`src/rtl/iabp_pkg.sv`:
```
package iabp_pkg;
    localparam int DATA_W   = 32;
    localparam int BYTE_OFS = 2;
    localparam int WORD_W   = DATA_W - BYTE_OFS;

    typedef enum logic [0:0] {
        ST_OFF   = 1'b0,
        ST_ARMED = 1'b1
    } arm_state_e;
endpackage

```
`src/rtl/iabp_reg.sv`:
```
module iabp_reg #(
    parameter int DW = iabp_pkg::DATA_W
) (
    input  logic          clk,
    input  logic          rst_n,
    input  logic          we,
    input  logic [DW-1:0] wdata,
    output logic [DW-1:0] q
);
    always_ff @(posedge clk) begin
        if (!rst_n)
            q <= '0;
        else if (we)
            q <= wdata;
    end
endmodule

```
`src/rtl/iabp_cmp.sv`:
```
module iabp_cmp #(
    parameter int DW  = iabp_pkg::DATA_W,
    parameter int OFS = iabp_pkg::BYTE_OFS
) (
    input  logic [DW-1:0] bp_word,
    input  logic [DW-1:0] fetch_addr,
    input  logic          xlate_mode,
    output logic          addr_eq,
    output logic          mode_ok
);
    localparam int WW = DW - OFS;

    logic [WW-1:0] stored_word;
    logic [WW-1:0] fetch_word;

    assign stored_word = bp_word[DW-1:OFS];
    assign fetch_word  = fetch_addr[DW-1:OFS];
    assign addr_eq     = (stored_word == fetch_word);
    assign mode_ok     = (bp_word[0] == xlate_mode);
endmodule

```
`src/rtl/iabp_ctrl.sv`:
```
module iabp_ctrl
    import iabp_pkg::*;
(
    input  logic clk,
    input  logic rst_n,
    input  logic wr_en,
    input  logic wr_arm,
    input  logic fetch_valid,
    input  logic addr_eq,
    input  logic mode_ok,
    output logic hit
);
    arm_state_e state_q, state_d;
    logic       hit_d;

    always_comb begin
        state_d = state_q;
        unique case (state_q)
            ST_OFF:   if (wr_en && wr_arm)  state_d = ST_ARMED;  // T_ARM
            ST_ARMED: if (wr_en && !wr_arm) state_d = ST_OFF;    // T_DISARM
            default:  state_d = ST_OFF;
        endcase
    end

    always_ff @(posedge clk) begin
        if (!rst_n)
            state_q <= ST_OFF;
        else
            state_q <= state_d;
    end

    always_comb begin
        hit_d = 1'b0;
        unique case (state_q)
            ST_OFF:   hit_d = 1'b0;
            ST_ARMED: hit_d = fetch_valid && addr_eq && mode_ok;
            default:  hit_d = 1'b0;
        endcase
    end

    always_ff @(posedge clk) begin
        if (!rst_n)
            hit <= 1'b0;
        else
            hit <= hit_d;
    end
endmodule

```
`src/rtl/iabp_top.sv`:
```
module iabp_top #(
    parameter int DW  = iabp_pkg::DATA_W,
    parameter int OFS = iabp_pkg::BYTE_OFS
) (
    input  logic          clk,
    input  logic          rst_n,
    input  logic          cfg_we,
    input  logic [DW-1:0] cfg_wdata,
    output logic [DW-1:0] cfg_rdata,
    input  logic          fetch_valid,
    input  logic [DW-1:0] fetch_addr,
    input  logic          xlate_mode,
    output logic          bp_hit
);
    localparam int ARM_BIT = 1;

    logic [DW-1:0] bp_q;
    logic          addr_eq;
    logic          mode_ok;

    iabp_reg #(.DW(DW)) u_reg (
        .clk   (clk),
        .rst_n (rst_n),
        .we    (cfg_we),
        .wdata (cfg_wdata),
        .q     (bp_q)
    );

    iabp_cmp #(.DW(DW), .OFS(OFS)) u_cmp (
        .bp_word    (bp_q),
        .fetch_addr (fetch_addr),
        .xlate_mode (xlate_mode),
        .addr_eq    (addr_eq),
        .mode_ok    (mode_ok)
    );

    iabp_ctrl u_ctrl (
        .clk         (clk),
        .rst_n       (rst_n),
        .wr_en       (cfg_we),
        .wr_arm      (cfg_wdata[ARM_BIT]),
        .fetch_valid (fetch_valid),
        .addr_eq     (addr_eq),
        .mode_ok     (mode_ok),
        .hit         (bp_hit)
    );

    assign cfg_rdata = bp_q;
endmodule

```
`config.mk`:
```
export PLATFORM = sky130hd
export DESIGN_NAME = iabp_top
export DESIGN_NICKNAME = d
export VERILOG_FILES = /design/src/rtl/iabp_pkg.sv /design/src/rtl/iabp_reg.sv /design/src/rtl/iabp_cmp.sv /design/src/rtl/iabp_ctrl.sv /design/src/rtl/iabp_top.sv
export SDC_FILE = /design/constraint.sdc
export NUM_CORES = 1
export LEC_CHECK = 0
export BUFFER_PORTS_ARGS = -buffer_cell sky130_fd_sc_hd__buf_2
export CAP_MARGIN = 20
export CORE_MARGIN = 5
export CORE_UTILIZATION = 40
export CTS_CLUSTER_DIAMETER = 50
export DETAILED_ROUTE_END_ITERATION = 8
export PLACE_DENSITY = 0.77
export SLEW_MARGIN = 0
export SYNTH_ARGS = -nofsm -noshare
export SYNTH_HDL_FRONTEND = slang
export SYNTH_SLANG_ARGS = --single-unit
```
`constraint.sdc`:
```
create_clock -name clk -period 2 [get_ports clk]
set_input_delay 0.1 -clock clk [delete_from_list [all_inputs] [get_ports clk]]
set_output_delay 0.1 -clock clk [all_outputs]
set_load 0.1 [all_outputs]
```
Word level (Yosys, flattened, before mapping). Index checks and enable logic that the tools add are counted.

Bits in registers: 34. Output and inout bits: 33. Logic and storage cells: 15.

Equal/unequal tests: 2. Muxes and demuxes: 4. Bitwise gates (word level): 1. Reductions and logical operators: 5.

Operators by type and width (count): 30-bit equality test (1); 1-bit logical AND (4); 1-bit case mux with 2 select lines (2); 1-bit two-way mux (2); 1-bit equality test (1); 1-bit zero test (1); 1-bit NOT (1).

Depth between registers and ports, before layout. Gate-level depths: netlist of the first run.

Depth in word-level cells: 4. Depth in mapped cells: 4. Depth with buffers taken out: 4.

Hierarchy. Synthesis of the first run repeated with hierarchy kept, for this count alone.

Cell total of the unflattened synthesis: 151. Area total of the unflattened synthesis: 1651.6 um2.

Modules (own cells, without submodules): iabp_reg (instances 1, cells each 103, area each 1243.7 um2, seq. area each 640.6 um2); iabp_cmp (instances 1, cells each 41, area each 339.1 um2, seq. area each 0.0 um2); iabp_ctrl (instances 1, cells each 7, area each 68.8 um2, seq. area each 40.0 um2).

Worst setup path before layout of the first run. No wires, ideal clock.

Path kind: flip-flop to flip-flop. Start point: register u_reg.q[29]. End point: register u_ctrl.hit. Setup time: 0.088 ns. Data arrival time: 1.959 ns. Path slack: -0.047 ns. Stages on the path, launching flop included: 5. Clock period less this slack: 2.047 ns. Path through: dfxtp_1 xnor2_1 nand4_1 or4_1 nor4_2.

Word-level cells in the longest chain between the ends: 4.

Ends and longest elaborated chain: from (decl) (line iabp_reg.sv:8) `output logic [DW-1:0] q`; from (signal assigned) (line iabp_reg.sv:14) `q <= wdata;`; 30-bit equality test (line iabp_cmp.sv:18) `assign addr_eq = (stored_word == fetch_word);`; 1-bit logical AND (2 in series) (line iabp_ctrl.sv:36) `ST_ARMED: hit_d = fetch_valid && addr_eq && mode_ok;`; 1-bit case mux with 2 select lines (line iabp_ctrl.sv:34) `unique case (state_q)`; to (signal assigned) (line iabp_ctrl.sv:45) `hit <= hit_d;`; to (decl) (line iabp_ctrl.sv:11) `output logic hit`.

Every way passes these cells. A chain may end at the register's enable or synchronous reset.

Worst setup path in the final report of the first run. Same ends and word-level chain as after synthesis.

==> flow_metrics.py, run 1 <==
metrics = {
    "worst_setup_path": {
        "crit_path_top_delay_cell": "or4_1",
        "required_ns": 2.19,
        "worstSetupEndpointType": "flip-flop",
        "critical_path_buf_inv_count": 0,
        "cpLargestDelayFamily": "simple AND/OR/NAND/NOR gates",
        "critPathLaunchType": "flip-flop",
        "crit_path_max_fanout": 3,
        "crit_arrival_ns": 1.63,
        "criticalPathCategory": "flip-flop to flip-flop",
        "reg2regPathDepth": 4,
        "crit_path_cell_trace": "xnor2_1 -> nand4_1 -> or4_1 -> nor4_2",
        "max_stage_delay_ns": 0.55,
        "cp.depth": 4,
    },
    "sta": {
        "hold_viol": 0,
        "worst_slack_ns": 0.5684,
        "finalSetupViolations": 0,
        "fin_tns_setup_ns": 0,
        "slew_viol_final": 0,
        "period_share_pct": 71.58,
        "whs_ns": 0.07472,
        "fin_skew_ns": 0.002173,
        "slew_headroom_pct": 67.15,
        "layout_min_cycle_time_ns": 1.432,
        "worstMarginPinSlew_ns": 0.4962,
        "clock.fmax_mhz": 698.5,
        "rsz0062_at_grt": "false",
    },
    "logic_synthesis": {
        "synth.distinct_cells": 12,
        "avgSynthCellArea_um2": 10.66,
        "syn-cell-area_um2": 1567,
        "ys_seq_area_share_pct": 42.17,
        "syn_nets": 216,
        "ys_seq_elements": 33,
        "ys.warnings.count": 0,
        "syn_inst": 147,
    },
    "power_and_ir_drop": {
        "power_uw": 1753,
        "ir_drop_mv": 0.4224,
        "powerDensity_nw_per_um2": 797.1,
        "p_leak_uw": 0.001132,
    },
    "detailed_routing": {
        "drc": 0,
        "antenna_left": 0,
        "vias_per_cell": 4.702,
        "wirelength_um": 3891,
        "vias": 1387,
        "drt_iter0_markers": 40,
        "drt_first_pass_iters": 3,
        "avgRoutedWirePerCell_um": 13.19,
    },
    "die": {
        "initial_core_util_pct": 42.15,
        "core_area_um2": 3716,
        "die_h_um": 72.58,
        "design.die.area_um2": 5268,
        "die_x_um": 72.58,
        "ios": 102,
        "rows": 22,
    },
    "global_routing": {
        "grt_pass1_wl_um": 6099,
        "overflow": 0,
        "grt_usage_pct": 15.05,
        "antenna_found_initial": 0,
        "grt_pass1_vias": 1412,
        "grt_max_degree": 33,
    },
    "cells_and_area": {
        "diodes": 0,
        "nets": 316,
        "drive_gt1_share_pct": 44.13,
        "area_growth_pct": 40.42,
    },
    "placement": {
        "post-place-ws_ns": 0.5779,
        "portBuffers": 99,
        "place_congestion": 0.7247,
        "detailed_place_hpwl_um": 3106,
    },
    "clock_network": {
        "cts_hold_buf": 0,
        "clock_latency_ns": 0.28,
        "cts_root_buffer": "clkbuf_8",
        "numCtsBuffers": 5,
        "cts.sinks": 33,
        "cts_buffer_depth": 2,
        "cts-htree-levels": 2,
        "cts_tree": "done",
        "clk_pin_slew_ns": 0.06,
        "cts_resized": 0,
        "cts_setup_buffers": 0,
    },
    "hold_path": {
        "min_path_type": "input port to flip-flop",
        "whs_path_depth": 3,
    },
    "run": {
        "maxCapViolCount": 0,
    },
    "run_status": {
        "outcome": "completed",
    },
}
[registers in the layout (all words and copies together), names as in the netlist]
signal and cells:
u_reg.q 32, u_ctrl.hit 1
[power breakdown]
group	internal (uW)	leakage [uW]	switching (uW)
clock network	272	0.0000443	215
logic	157	0.000815	379
registers	697	0.000273	33.3
[cells in the final DEF (no fill, tap or decap)]
cell,n
nor4_2,1
dfxtp_2,1
clkbuf_8,6
xnor2_1,13
or4_1,1
mux2i_1,32
buf_4,1
xor2_1,18
buf_2,99
nand4_1,5
nor2b_1,32
clkbuf_1,1
buf_12,1
dfxtp_1,32
nor4_1,4
[kinds of logic after synthesis]
kind of cell / share of synthesized area, %
flops: 42.17
simple gates: 17.65
buf+inv: 2.396
mux: 20.45
xor+xnor: 17.33
[metal layers]
layer  vias up  GRT usage (%)  routed length [um]
met2        68          24.35                1764
met5         -              0                   0
met4         0          7.377                  93
li1        689              -                   -
met3        12          6.887                 489
met1       618          16.64                1543
[worst register-to-register path, stage by stage (launching register included)]
cell and delay, ns:
dfxtp_2 0.33, xnor2_1 0.16, nand4_1 0.10, or4_1 0.55, nor4_2 0.21
[path summary, 6_finish.rpt]
path	start	endpoint	slack, ns
worst min-delay path	cfg_wdata[16]	u_reg.q[16]	0.07
worst max-delay path	u_reg.q[29]	u_ctrl.hit	0.57
worst max register to register	u_reg.q[29]	u_ctrl.hit	0.57
worst min register to register	u_reg.q[15]	u_reg.q[15]	0.54
[synth_stat cells]
cell / n / area [um2]
clkbuf_1: 4 / 15.01
nor4_1: 4 / 25.02
dfxtp_1: 33 / 660.6
or4_1: 1 / 7.510
nand4_1: 5 / 31.28
mux2i_1: 32 / 320.3
buf_4: 1 / 7.510
nor2b_1: 32 / 200.2
nor4_2: 1 / 12.51
xnor2_1: 13 / 113.9
xor2_1: 18 / 157.7
buf_2: 3 / 15.01
[per-stage QoR]
step / instances / cell area, um2 / util (%)
after global routing: 295 / 2200 / 59.19
after floorplan: 147 / 1568 / -
after detailed placement: 288 / 2113 / 56.87
after global placement: 288 / 2113 / 56.87
after CTS: 295 / 2200 / 59.19
final: 295 / 2200 / 59.19
[cell type report]
cell class | instances | area, um2
timing repair buffer | 101 | 523.0
fill | 352 | 1516
clock buffer | 7 | 86.33
sequential | 33 | 661.9
tap | 48 | 60.06
multi-input combinational | 106 | 868.3
Power figures use the tool's default switching activity.
==> inputs of run 2 (changes only) <==
CORE_UTILIZATION = 38   (was 40)
PLACE_DENSITY = 0.76   (was 0.77)
clock period = 1.26 ns   (was 2 ns; I/O delays follow)
==> flow_metrics.py, run 2 (synthesis gave the netlist of run 1 again) <==
metrics = {
    "worst_setup_path": {
        "required_ns": 1.46,
        "worstSetupEndpointType": "flip-flop",
        "reg2reg_slack_ns": -0.04,
        "crit_path_max_fanout": 3,
        "critPathLaunchType": "flip-flop",
        "criticalPathCategory": "flip-flop to flip-flop",
        "crit_arrival_ns": 1.50,
    },
    "detailed_routing": {
        "avgRoutedWirePerCell_um": 12.78,
        "vias_per_cell": 4.528,
        "drt_iter0_markers": 27,
        "drt_first_pass_iters": 3,
        "drc": 0,
        "antenna_left": 0,
        "wirelength_um": 3950,
        "vias": 1399,
    },
    "power_and_ir_drop": {
        "pwr-share-seq_pct": 38.3,
        "p_leak_uw": 0.001228,
        "switchingPower_uw": 1053,
        "ir_drop_mv": 0.7242,
        "clock_power_share_pct": 31.9,
        "internal-power_uw": 1977,
        "swShare_pct": 34.75,
        "powerDensity_nw_per_um2": 1261,
        "power_frac_comb_pct": 29.8,
    },
    "cells_and_area": {
        "largest_register_ffs": 32,
        "instances_no_fill": 309,
        "top_regs": "u_reg.q: 32 flops, u_ctrl.hit: 1 flops",
        "mostFrequentLayoutCells": "buf_2 (98), mux2i_1 (32), nor2b_1 (32), dfxtp_2 (26), xor2_1 (18)",
        "finish.utilization_pct": 60.09,
        "largest-register": "u_reg.q",
        "diodes": 0,
        "final_common_cell": "buf_2",
        "drive_gt1_share_pct": 60.62,
        "fin_area_um2": 2404,
        "area_growth_pct": 53.43,
        "nets": 327,
    },
    "placement": {
        "portBuffers": 99,
        "place_area_um2": 2248,
        "detailed_place_hpwl_um": 3150,
        "dpl.cell_count": 301,
        "place_congestion": 0.8063,
        "post-place-ws_ns": -0.08581,
    },
    "sta": {
        "hold_viol": 0,
        "period_share_pct": 103.0,
        "fin_skew_ns": 0.007864,
        "rsz0062_at_grt": "true",
        "slew_viol_final": 0,
        "finalSetupViolations": 1,
        "worst_slack_ns": -0.03776,
        "worstMarginPinSlew_ns": 0.5145,
        "layout_min_cycle_time_ns": 1.298,
        "slew_headroom_pct": 65.94,
        "clock.fmax_mhz": 770.6,
    },
    "clock_network": {
        "numCtsBuffers": 5,
        "cts_tree": "done",
        "cts_root_buffer": "clkbuf_8",
        "clock_latency_ns": 0.28,
        "cts-htree-levels": 2,
        "cts_hold_buf": 0,
        "clk_pin_slew_ns": 0.07,
        "cts_setup_buffers": 0,
        "cts_buffer_depth": 2,
        "cts.sinks": 33,
    },
    "global_routing": {
        "grt_max_degree": 33,
        "grt.busiest_layer": "met2",
        "antenna_found_initial": 0,
        "grt_pass1_wl_um": 6292,
        "overflow": 0,
        "grt_usage_pct": 15.06,
        "grt_pass1_vias": 1438,
        "global_route.usage.met2_pct": 24.90,
        "grt_use_met3_pct": 5.135,
        "grt_util_met1_pct": 17.57,
    },
    "die": {
        "die_h_um": 74.21,
        "initial_core_util_pct": 39.16,
        "rows": 23,
        "ios": 102,
        "die_x_um": 74.21,
        "design.die.area_um2": 5506,
        "core_area_um2": 4000,
    },
    "run_status": {
        "outcome": "finished, violations left",
        "violations": "setup timing",
    },
    "run": {
        "maxCapViolCount": 0,
    },
    "hold_path": {
        "min_path_type": "input port to flip-flop",
    },
}
## run 2: changes by cell type in the layout (fill, tap and decap cells not counted), moves of 2 or more
cell / delta
buf_4: +11
dfxtp_1: -30
dfxtp_2: +25
dfxtp_4: +5
nor4_1: -2
nor4_2: +2
xnor2_1: -4
xnor2_2: +4
## run 2: cell type report
class | instances | area [um2]
Clock inverter | 3 | 41.29
Fill cell | 364 | 1597
Tap cell | 50 | 62.56
Multi-Input combinational cell | 106 | 910.9
Sequential cell | 33 | 711.9
Timing Repair Buffer | 112 | 608.1
Clock buffer | 5 | 68.82
## run 2: critical path, cell delays in order, from the launching register on
cell	delay, ns
dfxtp_4	0.35
xnor2_2	0.11
nand4_1	0.10
or4_1	0.54
nor4_2	0.13
## run 2: per-layer routing
layer / part of all wire, % / wire, um
met1: 41 / 1603
met3: 9.3 / 367
met2: 48 / 1902
met5: 0 / 0
met4: 1.9 / 76
## run 2: worst paths after layout
path / from / end / cells past startpoint
setup / recovery: u_reg.q[29] / u_ctrl.hit / 4
hold / removal: cfg_wdata[19] / u_reg.q[19] / 3
hold reg to reg: u_reg.q[3] / u_reg.q[3] / 2
setup reg to reg: u_reg.q[29] / u_ctrl.hit / 4
## run 2: power groups by stage
stage	clock network, uW	logic [uW]	registers (uW)
CTS	996	905	1160
finish	966	903	1160
detailed placement	0	892	1180
global route	1040	953	1170
floorplan	0	228	1610
global placement	0	886	1180
## run 2: repair_timing
action	4_1_cts	5_1_grt
resized for setup	4	3
endpoints found under the setup margin	1	2
hold endpoints to repair	0	0
pin swaps	4	2
## run 2: stage by stage
stage	hold slack, ns	TNS [ns]	total power, uW
floorplan	0.1910	-0.2378	1836
global placement	0.3182	-0.1092	2067
detailed placement	0.3267	-0.08581	2074
CTS	0.03002	-0.07872	3062
global route	0.03497	-0.09720	3169
finish	0.03756	-0.03776	3030
